[src/rtl/i2c_regport_pkg.sv]
package i2c_regport_pkg;

    typedef enum logic [2:0] {
        PH_IDLE,
        PH_ADDR,
        PH_CMD,
        PH_WDATA,
        PH_RDATA
    } phase_e;

    typedef struct packed {
        logic level;
        logic rise;
        logic fall;
    } line_ev_t;

    localparam logic [5:0] DEV_ADDR_HI = 6'b010000;
    localparam int unsigned BITS_PER_BYTE = 8;
    localparam logic [3:0] ACK_SLOT  = 4'd8;
    localparam logic [3:0] POST_ACK  = 4'd9;

    function automatic logic addr_hit(input logic [6:0] rx_addr, input logic strap);
        return rx_addr == {DEV_ADDR_HI, strap};
    endfunction

endpackage

[src/rtl/i2c_rp_line_sync.sv]
module i2c_rp_line_sync
    import i2c_regport_pkg::*;
#(
    parameter int STAGES = 2
) (
    input  logic     clk,
    input  logic     rst,
    input  logic     pin,
    output line_ev_t ev
);

    logic [STAGES:0] chain;

    always_ff @(posedge clk) begin
        if (rst) chain <= '1;
        else     chain <= {chain[STAGES-1:0], pin};
    end

    always_comb begin
        ev.level = chain[STAGES-1];
        ev.rise  = chain[STAGES-1] & ~chain[STAGES];
        ev.fall  = ~chain[STAGES-1] & chain[STAGES];
    end

endmodule

[src/rtl/i2c_rp_engine.sv]
module i2c_rp_engine
    import i2c_regport_pkg::*;
#(
    parameter int IDX_W = 2
) (
    input  logic             clk,
    input  logic             rst,
    input  line_ev_t         scl,
    input  line_ev_t         sda,
    input  logic             strap,
    input  logic [7:0]       rd_data,
    output logic             pull,
    output logic [IDX_W-1:0] ptr,
    output logic             wr_en,
    output logic [7:0]       wr_data,
    output logic             ack_stb
);

    phase_e      phase;
    logic [3:0]  bcnt;
    logic [7:0]  shreg;
    logic [7:0]  txbuf;
    logic        mack;
    logic        bus_start;
    logic        bus_stop;

    assign bus_start = sda.fall & scl.level;
    assign bus_stop  = sda.rise & scl.level;

    always_ff @(posedge clk) begin
        if (rst) begin
            phase   <= PH_IDLE;
            bcnt    <= '0;
            shreg   <= '0;
            txbuf   <= '0;
            mack    <= 1'b0;
            pull    <= 1'b0;
            ptr     <= '0;
            wr_en   <= 1'b0;
            wr_data <= '0;
            ack_stb <= 1'b0;
        end else begin
            wr_en   <= 1'b0;
            ack_stb <= 1'b0;
            if (bus_start) begin
                phase <= PH_ADDR;
                bcnt  <= '0;
                pull  <= 1'b0;
            end else if (bus_stop) begin
                phase <= PH_IDLE;
                bcnt  <= '0;
                pull  <= 1'b0;
            end else if (phase != PH_IDLE) begin
                if (scl.rise) begin
                    if (bcnt < ACK_SLOT) begin
                        bcnt <= bcnt + 4'd1;
                        if (phase != PH_RDATA) shreg <= {shreg[6:0], sda.level};
                    end else if (bcnt == ACK_SLOT) begin
                        bcnt <= POST_ACK;
                        unique case (phase)
                            PH_CMD:   ptr <= shreg[IDX_W-1:0];
                            PH_WDATA: begin
                                wr_en   <= 1'b1;
                                wr_data <= shreg;
                            end
                            PH_RDATA: begin
                                ack_stb <= 1'b1;
                                mack    <= ~sda.level;
                            end
                            default: ;
                        endcase
                    end
                end else if (scl.fall) begin
                    if (bcnt == ACK_SLOT) begin
                        if (phase == PH_RDATA) begin
                            pull <= 1'b0;
                        end else if (phase == PH_ADDR && !addr_hit(shreg[7:1], strap)) begin
                            phase <= PH_IDLE;
                            pull  <= 1'b0;
                        end else begin
                            pull <= 1'b1;
                        end
                    end else if (bcnt == POST_ACK) begin
                        bcnt <= '0;
                        pull <= 1'b0;
                        unique case (phase)
                            PH_ADDR: begin
                                if (shreg[0]) begin
                                    phase <= PH_RDATA;
                                    txbuf <= rd_data;
                                    pull  <= ~rd_data[7];
                                end else begin
                                    phase <= PH_CMD;
                                end
                            end
                            PH_CMD: phase <= PH_WDATA;
                            PH_RDATA: begin
                                if (mack) begin
                                    txbuf <= rd_data;
                                    pull  <= ~rd_data[7];
                                end else begin
                                    phase <= PH_IDLE;
                                end
                            end
                            default: ;
                        endcase
                    end else if (phase == PH_RDATA && bcnt != 4'd0) begin
                        pull <= ~txbuf[3'd7 - bcnt[2:0]];
                    end
                end
            end
        end
    end

endmodule

[src/rtl/i2c_regport.sv]
module i2c_regport
    import i2c_regport_pkg::*;
#(
    parameter int SYNC_STAGES = 2,
    parameter int IDX_W       = 2
) (
    input  logic             clk,
    input  logic             rst,
    input  logic             scl_i,
    input  logic             sda_i,
    input  logic             strap_i,
    output logic             sda_pull_o,
    output logic [IDX_W-1:0] reg_idx_o,
    output logic             wr_en_o,
    output logic [7:0]       wr_data_o,
    input  logic [7:0]       rd_data_i,
    output logic             ack_stb_o
);

    localparam int N_LINES = 2;

    logic [N_LINES-1:0] pins;
    line_ev_t           ev [N_LINES];

    assign pins = {sda_i, scl_i};

    for (genvar g = 0; g < N_LINES; g++) begin : g_line
        i2c_rp_line_sync #(.STAGES(SYNC_STAGES)) u_sync (
            .clk (clk),
            .rst (rst),
            .pin (pins[g]),
            .ev  (ev[g])
        );
    end

    i2c_rp_engine #(.IDX_W(IDX_W)) u_engine (
        .clk     (clk),
        .rst     (rst),
        .scl     (ev[0]),
        .sda     (ev[1]),
        .strap   (strap_i),
        .rd_data (rd_data_i),
        .pull    (sda_pull_o),
        .ptr     (reg_idx_o),
        .wr_en   (wr_en_o),
        .wr_data (wr_data_o),
        .ack_stb (ack_stb_o)
    );

endmodule

[config.mk]
export PLATFORM = sky130hd
export DESIGN_NAME = i2c_regport
export DESIGN_NICKNAME = d
export VERILOG_FILES = /design/src/rtl/i2c_regport_pkg.sv /design/src/rtl/i2c_rp_line_sync.sv /design/src/rtl/i2c_rp_engine.sv /design/src/rtl/i2c_regport.sv
export SDC_FILE = /design/constraint.sdc
export NUM_CORES = 1
export LEC_CHECK = 0
export ABC_AREA = 1
export BUFFER_PORTS_ARGS = -buffer_cell sky130_fd_sc_hd__clkbuf_2
export CORE_MARGIN = 8
export CORE_UTILIZATION = 55
export DETAILED_ROUTE_END_ITERATION = 10
export PLACE_DENSITY = 0.77
export SLEW_MARGIN = 30
export SYNTH_ARGS = -nofsm -noshare
export SYNTH_HDL_FRONTEND = slang
export SYNTH_SLANG_ARGS = --single-unit
[constraint.sdc]
create_clock -name clk -period 1.75 [get_ports clk]
set_input_delay 0.35 -clock clk [delete_from_list [all_inputs] [get_ports clk]]
set_output_delay 0.35 -clock clk [all_outputs]
set_load 0.005 [all_outputs]
Yosys cells after proc, flatten, opt, wreduce, memory -nomap -nowiden. Cells that the tools add are included.

Add/sub/neg operators: 2. Magnitude comparators: 2. Eq/ne operators: 19. Multiplexer cells: 33. Bitwise logic cells: 18. Reduce and logical (&&, ||, !) cells: 26.

Operators with widths (count): 4-bit two-way mux (6); 7-bit AND reduction (3); 3-bit two-way mux (6); 8-bit two-way mux (2); 8-bit one-hot mux with 2 select lines (1); 8-bit AND reduction (2); 1-bit two-way mux (15); 1-bit NOT (12); 3-bit nonzero test (4); 4-bit nonzero test (3); 10-bit AND reduction (1); 3-bit one-hot mux with 3 select lines (1); 4-bit equality test, second input constant (2); 2-bit != test, second input constant (4); 4-bit by 2-bit != test with 1-bit output, second input constant (2); 2-bit nonzero test (4); 7-bit by 6-bit equality test with 1-bit output (1); 7-bit OR reduction (1); 1-bit bitwise AND (6); 3-bit by 2-bit equality test with 1-bit output, second input constant (2); 3-bit by 1-bit != test with 1-bit output, second input constant (2); 6-bit AND reduction (1); 6-bit nonzero test (1); 5-bit AND reduction (1); other kinds (15) (17).

Flip-flop bits (word level): 43. Bits of input ports: 13. Logic and storage cells: 113.

Longest topological paths before layout. Gate-level depths: netlist of the first run.

Depth after elaboration: 11. Depth in mapped cells: 11.

Hierarchy. A second synthesis of the first run with hierarchy kept.

Cell total of the unflattened synthesis: 297. Area, all modules: 2098.3 um^2.

By module, submodules not included: i2c_rp_engine (times used 1, cells each 269, area each 1888.1 um^2, sequential area each 740.7 um^2); i2c_rp_line_sync (times used 2, cells each 14, area each 105.1 um^2, sequential area each 60.1 um^2).

Worst setup path before layout of the first run. OpenSTA, ideal clock, no wires.

Kind: flip-flop to flip-flop. From: reg u_engine.bcnt[0]. To: reg u_engine.wr_data[0]. Arrival: 1.344 ns. Required time: 1.619 ns. Slack: 0.275 ns. Cell stages (with the launch flop): 11. Clock period less this slack: 1.475 ns. Cell sequence: dfxtp_1 -> buf_4 -> inv_2 -> ha_1 -> inv_1 -> nor3_1 -> nand2_1 -> inv_2 -> nand2_2 -> nand2_1 -> a21oi_1.

Word-level cells in the longest chain between the ends: 3.

Ends and longest elaborated chain: from (decl) (RTL line i2c_rp_engine.sv:20) `logic [3:0] bcnt;`; from (signal assigned) (RTL line i2c_rp_engine.sv:56) `bcnt <= bcnt + 4'd1;`; 4-bit less-than comparator (RTL line i2c_rp_engine.sv:55) `if (bcnt < ACK_SLOT) begin`; 1-bit NOT (no line); 7-bit AND reduction (no line) (*); to (signal assigned) (RTL line i2c_rp_engine.sv:64) `wr_data <= shreg;`; to (decl) (RTL line i2c_rp_engine.sv:15) `output logic [7:0] wr_data,`.

Every way passes the cells marked *; elsewhere a longest branch is shown, timed or not. A chain may end at the register's enable or synchronous reset.

Final worst setup path of the first run.
From: reg u_engine.bcnt[0]. To: reg u_engine.bcnt[2].

Word-level cells in the longest chain between the ends: 3.

Ends and longest elaborated chain (RTL line): 4-bit less-than comparator, or another cell as far along (i2c_rp_engine.sv:55); 3-bit by 1-bit != test with 1-bit output (no line), or another cell as far along; 5-bit AND reduction (no line) / 4-bit two-way mux (equally long branches).

Several ways; a longest one is shown, not always the timed one.

==> results of run 1 <==
-- placed cells by master, fill, tap and decap left out, types with 4 or more instances in the layout --
master,n
sky130_fd_sc_hd__a21oi_1,28
sky130_fd_sc_hd__buf_4,5
sky130_fd_sc_hd__clkbuf_2,25
sky130_fd_sc_hd__clkbuf_8,5
sky130_fd_sc_hd__dfxtp_1,43
sky130_fd_sc_hd__ha_1,5
sky130_fd_sc_hd__inv_1,17
sky130_fd_sc_hd__inv_2,15
sky130_fd_sc_hd__nand2_1,51
sky130_fd_sc_hd__nand2_2,5
sky130_fd_sc_hd__nand3_1,27
sky130_fd_sc_hd__nor2_1,35
sky130_fd_sc_hd__nor2_2,5
sky130_fd_sc_hd__o21ai_0,9
sky130_fd_sc_hd__o21ai_1,16
sky130_fd_sc_hd__or2_2,4
-- sequential cells by signal (all words and copies together), names as in the netlist --
name / count
g_line.u_sync.chain: 6
u_engine.ack_stb: 1
u_engine.bcnt: 4
u_engine.mack: 1
u_engine.phase: 3
u_engine.ptr: 2
u_engine.pull: 1
u_engine.shreg: 8
u_engine.txbuf: 8
u_engine.wr_data: 8
u_engine.wr_en: 1
-- cell families after synthesis --
kind of cell / after synthesis / share of synthesized area (%)
buf+inv: 36 / 6.98
compound gates: 54 / 13.4
flops: 43 / 42.1
simple gates: 144 / 33.8
fa+ha+maj: 6 / 3.67
-- power groups by stage --
stage / clock (mW) / sequential [mW] / combinational [mW]
after detailed placement: 0 / 1.01 / 0.0861
after global routing: 0.698 / 0.993 / 0.101
after floorplan: 0 / 1.01 / 0.0591
after CTS: 0.661 / 0.992 / 0.0865
after global placement: 0 / 1.01 / 0.0838
final: 0.647 / 0.992 / 0.0865
-- routing by layer --
layer | up-vias | part of all wire, %
li1 | 994 | -
met2 | 44 | 48
met4 | 0 | 1.7
met1 | 846 | 46
met3 | 8 | 4.8
met5 | - | 0
-- worst register-to-register path: stages, from the launching register on --
cell and delay [ps]:
sky130_fd_sc_hd__dfxtp_1 430, sky130_fd_sc_hd__ha_1 190, sky130_fd_sc_hd__nand3_2 130, sky130_fd_sc_hd__nor2_4 160, sky130_fd_sc_hd__inv_2 70, sky130_fd_sc_hd__nand2_1 50, sky130_fd_sc_hd__nand4_1 190, sky130_fd_sc_hd__o21ai_1 240
sky130_fd_sc_hd__nor2_1 70
-- through the flow --
stage	hold slack [ps]	total power, mW	area, um2	setup slack (ps)	utilization [%]
final	236	1.73	2350	126	65.3
after global routing	231	1.79	2350	24.8	65.3
after CTS	233	1.74	2330	101	64.6
after detailed placement	401	1.10	2240	124	62.0
after global placement	394	1.10	2240	160	62.0
after floorplan	389	1.07	2040	275	-
-- final timing paths --
kind                                                            from                                   end  slack (ps)
worst max register to register         u_engine.bcnt[0]$_SDFFE_PP0P_         u_engine.bcnt[2]$_SDFFE_PP0P_         130
worst min-delay path                                           scl_i  g_line[0].u_sync.chain[0]$_SDFF_PP1_         240
worst max-delay path                   u_engine.bcnt[0]$_SDFFE_PP0P_         u_engine.bcnt[2]$_SDFFE_PP0P_         130
worst min register to register  g_line[1].u_sync.chain[0]$_SDFF_PP1_  g_line[1].u_sync.chain[1]$_SDFF_PP1_         420
-- cell type report --
type | instances | area (um2) | share of cell area (%)
multi-input cells | 204 | 1050 | 44.7
flip-flops and latches | 43 | 861 | 36.6
repair buffers | 30 | 163 | 6.91
inverters | 32 | 120 | 5.10
clock buffers | 5 | 68.8 | 2.92
well taps | 48 | 60.1 | 2.55
clock inverters | 3 | 23.8 | 1.01
repair inverters | 1 | 5.00 | 0.213
-- repair_timing --
item                                    CTS  global route
buffers inserted                          0             1
resized for setup                         0             4
endpoints found under the setup margin    0             9
==> flow_results.org, run 1 <==
** Outcome
- The flow ran to the end, and the final reports show no timing, DRC or antenna violations.

** Global route
- Global-route wire length before repair :: 7910 um
- In the global route stage, met2 resource usage came out at 26.1%.
- GR Overflow Total :: 0
- In the global route stage, met1 resource usage came out at 19.3%.
- Antenna violations before repair :: 0
- GR Layer Usage met3 :: 4.90%
- The via count of the first global-routing pass is about 1800.
- Pin count of the biggest net entering global routing :: 23
- After global routing, the most crowded layer is met2.
- Global routing used 16.1% of the available tracks across all layers.

** Worst setup path
- Along the worst path, the maximum fanout reaches 5.
- Traced cell by cell, the critical path runs through ha_1 -> nand3_2 -> nor2_4 -> inv_2 -> nand2_1 -> nand4_1 -> o21ai_1 -> nor2_1.
- For the worst setup path, the data required time is slightly below 2000 ps.
- For this design, the slowest cell found on the critical path is sky130_fd_sc_hd__dfxtp_1.
- Total number of cells along the worst setup path :: 8
- The number of buffers and inverters on the critical path is 1.
- On the worst path, the slowest cell contributes a delay of roughly 430 ps.
- Crit path launch type :: flip-flop
- The worst register-to-register path has a depth of 8.
- The worst setup path is captured at a flip-flop.
- Type of the setup path with the least slack :: flip-flop to flip-flop
- For the worst setup path, the data arrival time is between 1500 and 2000 ps.
- The kind of cell with the highest combined delay along the critical path is simple AND/OR/NAND/NOR gates.

** Synth
- Synth top area cells :: sky130_fd_sc_hd__dfxtp_1 (42%), sky130_fd_sc_hd__nand2_1 (9.6%), sky130_fd_sc_hd__a21oi_1 (6.9%)
- Predominant post-synthesis flop cell :: sky130_fd_sc_hd__dfxtp_1
- Counting flops with a built-in enable in the synthesized netlist gives 0.
- For this run, the number of Yosys warnings is 0.
- Yosys top cell area share :: 42.1%
- Fraction of the yosys area taken by sequential cells :: 42.1%
- Cell type with the highest aggregate area in the netlist :: sky130_fd_sc_hd__dfxtp_1
- Counting flops with an async set or reset pin after synthesis yields a share of 0%.
- Most instantiated library cell after synthesis :: sky130_fd_sc_hd__nand2_1
- Cell count after synthesis :: 283
- The cell area that synthesis handed to floorplanning was 2040 um2.
- A synthesized cell averages slightly above 7 um2.
- Number of flip-flops and latches in the synthesized netlist :: 43
- Most common library cells after synthesis :: sky130_fd_sc_hd__nand2_1 (52), sky130_fd_sc_hd__dfxtp_1 (43), sky130_fd_sc_hd__nor2_1 (36)
- The netlist uses 25 different library cells.
- Counting every net in the synthesized netlist gives just over 300.

** Route
- Before antenna repair, the detailed router went through 4 iterations.
- Once detail routing completed, the nets flagged for antenna violations numbered 0.
- Number of vias per cell :: roughly 5.2
- Residual DRC :: 0
- Total wire length :: around 4500 um
- Violation count after the first detailed-routing iteration :: 192
- Wire length per cell after detailed routing :: 12.4 um
- Via count :: 1892

** STA
- Total setup violations reported at the end of the flow :: 0
- Headroom to the max-slew limit came out at about three fifths.
- The final hold violation count was 0.
- Setup repair after global routing missed its margin :: false
- Final worst path period need :: approximately 1600 ps
- Setup tns final :: 0 ps
- Worst-Margin Slew :: ~580 ps
- Across the routed clock network, the largest skew measured is 5.04 ps.
- Number of pins with negative max-slew slack in the final report :: 0
- The worst path uses 92.8% of the clock period.
- Max Clk Rate :: 616 MHz

** Die
- The floorplan step defined a die boundary enclosing 5920 um2.
- The initial utilization of the core area, before any placement, comes to 56.7%.
- The initialized floorplan defines 22 standard-cell rows.
- Boundary Pins :: 26
- Core ar. :: 3610 um2
- Die width :: 77.0 um
- Die outline height :: 77.0 um

** Layout
- Non-filler cells, final :: 366
- The net count of the finished layout is 336.
- N_diodes :: 0
- Signed area change from the synthesized netlist to the final layout :: 15.2%
- Cells with a size suffix above 1 make up 25.2% of the layout.
- Filler Cells Inserted :: 329

** Pwr
- Net switching power :: 423 uW
- Summed over all cells, the static leakage comes to 1.04 nW.
- Combinational cells account for 5.0% of the total power.
- IR analysis of the VDD net gives a maximum drop of 0.000492 V.
- P per Cell Area :: 733 nW/um2
- Switching part of the total power :: ~25%
- In this run, flip-flops and latches consume 57.5% of the power.
- Internal power comes to roughly 1.3 mW.
- The share of total power dissipated in the clock network is between 30% and 40%.

** CTS
- The tree is rooted in a sky130_fd_sc_hd__clkbuf_8.
- No sink is reached through more buffers than the 2 on the longest clock path.
- Cts hold-fix bufs :: 0
- Insertion delay to the later sink of the worst-skew pair :: 300 ps
- TritonCTS created 5 clock buffers.
- TritonCTS clock tree :: done
- Counting every sink on the clock net gives 43.
- Clock-pin slew was measured on the worst setup and hold paths at around 90 ps.
- H-tree lvl count :: 2

** Hold path
- Hold/Removal Path Class :: input pin to flip-flop
- Along the worst hold path, the cell count comes to 2.

** Placement
- Detail Placement HPWL :: 3420 um
- IO Port Bufs :: 25
- At the end of routability-driven placement, the weighted congestion stood at 0.896.
- The number of placed instances, taps included, is 356.

** Run
- Maxcap violations :: 0
No activity file was read; power rests on OpenSTA's default activity.
==> run 2: changes to the inputs <==
- ABC_AREA: 1 -> unset
- TNS_END_PERCENT: unset -> 20
==> run 2 against run 1 <==
  * Sequential share of layout area down 2.1 points
  * Global-route usage down 0.64 points
  * Clock power up 26%
  * Die area down 0.19%
  * Critical path depth down 2
  * Fmax down 3.6%
  * Non-clock buffer count up 15
  * Critical endpoint is now u_engine.phase[1]$_SDFFE_PP0P_
==> flow_results.org, run 2 <==
** CTS
- The hold buffer count at cts came to 0 (unchanged).
- Cell at the root of the clock tree :: sky130_fd_sc_hd__clkbuf_8 (unchanged)
- The clock latency at the later pin of the worst-skew pair was 290 ps (was 300 ps).
- The maximum buffer depth of the clock tree was 2 (unchanged).
- H-tree lvl count :: 2 (unchanged)
- The clock sink count came to 43 (unchanged).
- Number of buffers inserted during clock tree synthesis :: 5 (unchanged)
- TritonCTS clock tree :: done (unchanged)
- The clock-pin transition on the worst setup and hold timing paths is 80 ps (was 90 ps).

** STA
- The largest clock skew in the final design is 8.99 ps (was 5.04 ps).
- The achievable frequency was 594 MHz (was 616 MHz).
- Final cycle utilization of the critical path :: 96.2% (was 92.8%)
- Worst slew slack as a fraction of its limit :: 69.2% (was 61.1%)
- Number of pins with negative max-slew slack in the final report :: 0 (unchanged)
- Worst Setup Slack, final :: 66.4 ps (was 126 ps)
- Final hold viol count :: 0 (unchanged)
- Worst-Margin Slew :: 459 ps (was 580 ps)
- Setup repair after global routing missed its margin :: true (was false)
- Final worst path period need :: 1680 ps (was 1620 ps)
- The number of setup violations in the final report is 0 (unchanged).

** Route
- The average vias per placed instance came to 5.42 (was 5.17).
- Wire length per cell after detailed routing :: 14.9 um (was 12.4 um)
- Via count :: 1632 (was 1892)
- Total wire length :: 4490 um (was 4540 um)
- The count of nets left with antenna violations after detail routing came to 0 (unchanged).
- Violation count after the first detailed-routing iteration :: 129 (was 192)
- The length of the first detailed-routing pass in iterations is 4 (unchanged).
- The remaining routing DRC violations is 0 (unchanged).

** Synth
- Yosys warning total :: 0 (unchanged)
- Cell type with the highest aggregate area in the netlist :: sky130_fd_sc_hd__dfxtp_1 (unchanged)
- Cell count after synthesis :: 213 (was 283)
- The most frequent cell after synthesis is sky130_fd_sc_hd__dfxtp_1 (was sky130_fd_sc_hd__nand2_1).
- Area of the mapped netlist :: 2040 um2 (about the same)
- The number of synthesized register bits was 43 (unchanged).
- The number of enable-type register cells in the synthesized netlist is 0 (unchanged).
- FFs w/ async S/R, synth :: 0% (unchanged)
- Yosys top cell area share :: 42.2% (was 42.1%)
- The average cell area after synthesis is 9.57 um2 (was 7.22 um2).
- Predominant post-synthesis flop cell :: sky130_fd_sc_hd__dfxtp_1 (unchanged)
- The net count after synthesis is 232 (was 302).
- The portion of the post-synthesis area used by sequential elements was 42.2% (was 42.1%).
- Synth top area cells :: sky130_fd_sc_hd__dfxtp_1 (42%), sky130_fd_sc_hd__mux2i_1 (14%), sky130_fd_sc_hd__nor2_1 (6.6%) (was sky130_fd_sc_hd__dfxtp_1 (42%), sky130_fd_sc_hd__nand2_1 (9.6%), sky130_fd_sc_hd__a21oi_1 (6.9%))
- Number of distinct library cell variants in the gate-level netlist after synthesis :: 45 (was 25)
- Most common library cells after synthesis :: sky130_fd_sc_hd__dfxtp_1 (43), sky130_fd_sc_hd__nor2_1 (36), sky130_fd_sc_hd__mux2i_1 (28) (was sky130_fd_sc_hd__nand2_1 (52), sky130_fd_sc_hd__dfxtp_1 (43), sky130_fd_sc_hd__nor2_1 (36))

** Worst setup path
- Number of buffers and inverters on the critical path :: 1 (unchanged)
- The maximum single-stage delay on the critical path is 400 ps (was 430 ps).
- Cell with the biggest individual delay on the critical path :: sky130_fd_sc_hd__or3_4 (was sky130_fd_sc_hd__dfxtp_1)
- The worst path arrival time came to 1870 ps (was 1820 ps).
- The highest net fanout along the worst path was 5 (unchanged).
- Top delay family on crit path :: simple AND/OR/NAND/NOR gates (unchanged)
- The critical path endpoint category is a flip-flop (unchanged).
- Cell-by-cell trace of the critical path: inv_1 -> ha_4 -> nor3b_4 -> nand2_1 -> or3_4 -> a32o_1 (was ha_1 -> nand3_2 -> nor2_4 -> inv_2 -> nand2_1 -> nand4_1 -> o21ai_1 -> nor2_1).
- The worst endpoint required time was 1940 ps (was 1950 ps).
- The kind of launch point of the worst setup path was a flip-flop (unchanged).
- The path type of the worst setup path was flip-flop to flip-flop (unchanged).

** Layout
- N_diodes :: 0 (unchanged)
- The final non-filler cell area came to 2540 um2 (was 2350 um2).
- Signed area change from the synthesized netlist to the final layout :: 24.6% (was 15.2%)
- Top Registers :: u_engine.shreg (8), u_engine.txbuf (8), u_engine.wr_data (8) (unchanged)
- Most used cells in the layout excluding fill and tap cells: sky130_fd_sc_hd__nor2_1 (36), sky130_fd_sc_hd__dfxtp_1 (36), sky130_fd_sc_hd__mux2i_1 (28), sky130_fd_sc_hd__clkbuf_2 (25) (was sky130_fd_sc_hd__nand2_1 (51), sky130_fd_sc_hd__dfxtp_1 (43), sky130_fd_sc_hd__nor2_1 (35), sky130_fd_sc_hd__a21oi_1 (28), sky130_fd_sc_hd__nand3_1 (27)).
- End-of-flow core utilization :: 70.4% (was 65.3%)
- Share of cells above drive strength 1 :: 32.8% (was 25.2%)
- The net count of the finished layout is 271 (was 336).

** Placement
- IO Port Bufs :: 25 (unchanged)
- The final RePlAce weighted congestion came to 0.887 (was 0.896).
- Detail Placement HPWL :: 3270 um (was 3420 um)
- Post-Place Worst Slack :: -81.3 ps (was 124 ps)
- The cell area after placement is 2350 um2 (was 2240 um2).

** Pwr
- The maximum resistive drop on vdd was 0.000721 V (was 0.000492 V).
- The areal power density over the cells is 734 nW/um2 (was 733 nW/um2).
- Total power :: 1.86 mW (was 1.73 mW)
- The total leakage power is 0.935 nW (was 1.04 nW).

** Die
- Standard-cell rows :: 22 (unchanged)
- Die outline height :: 76.9 um (was 77.0 um)
- Core ar. :: 3610 um2 (unchanged)
- The floorplan die width is 76.9 um (was 77.0 um).
- The effective utilization at floorplan came to 56.5% (was 56.7%).
- The area enclosed by the die boundary came to 5910 um2 (was 5920 um2).
- The I/O pin count is 26 (unchanged).

** Global route
- The via count of the first global-routing pass is 1609 (was 1795).
- The total global-route track usage came to 15.4% (was 16.1%).
- Global-route wire length before repair :: 7550 um (was 7910 um)
- The initial antenna violation count came to 0 (unchanged).
- The total overflow reported by the global router was 0 (unchanged).
- The pin count of the biggest net entering global routing came to 29 (was 23).

** Hold path
- Hold/Removal Path Class :: input pin to flip-flop (unchanged)

** Outcome
- Status: finished clean (unchanged).

** Run
- The max capacitance violation total is 0 (unchanged).
-- run 2: cells by family after synthesis --
kind of cell | Yosys count | synth area share [%]
simple gates | 88 | 23.3
flops | 43 | 42.2
mux | 31 | 16.5
compound gates | 25 | 8.90
buf+inv | 17 | 4.05
fa+ha+maj | 6 | 3.68
xor+xnor | 3 | 1.29
-- run 2: stage by stage --
step	std cells	hold slack (ps)	TNS, ps
after floorplan	213	389	0
after detailed placement	292	397	-160
after CTS	301	231	0
after global placement	292	391	-4.57
final	301	238	0
after global routing	301	240	-37.2
-- run 2: final cells by class --
class | count | area [um2]
Multi-Input combinational cell | 153 | 1140
Fill cell | 262 | 1070
Sequential cell | 43 | 875
Timing Repair Buffer | 45 | 329
Clock buffer | 6 | 82.6
Tap cell | 48 | 60.1
Clock inverter | 2 | 38.8
Inverter | 4 | 17.5
-- run 2: final timing paths --
check                                             from                                    to  slack, ps  cells past startpoint
setup / recovery  g_line[0].u_sync.chain[2]$_SDFF_PP1_        u_engine.phase[1]$_SDFFE_PP0P_         70                      6
hold / removal                                   scl_i  g_line[0].u_sync.chain[0]$_SDFF_PP1_        240                      2
setup reg to reg  g_line[0].u_sync.chain[2]$_SDFF_PP1_        u_engine.phase[1]$_SDFFE_PP0P_         70                      6
hold reg to reg   g_line[1].u_sync.chain[0]$_SDFF_PP1_  g_line[1].u_sync.chain[1]$_SDFF_PP1_        410                      1
-- run 2: layer usage --
layer	global-route usage, %	up-vias	routed length (um)
li1	-	815	-
met1	18.2	767	2050
met2	26.1	43	2190
met3	4.20	7	198
met4	5.38	0	50
met5	0	-	0
-- run 2: where the power goes --
part           switching, mW  internal (mW)
clock                  0.343          0.469
sequential           0.00548          0.981
combinational         0.0385         0.0264
total                  0.387           1.48
-- run 2: what timing repair did --
action | in CTS | in global routing
buffers inserted | 1 | 0
pin swaps | 2 | 5
setup endpoints to repair | 4 | 20
resized for setup | 7 | 13
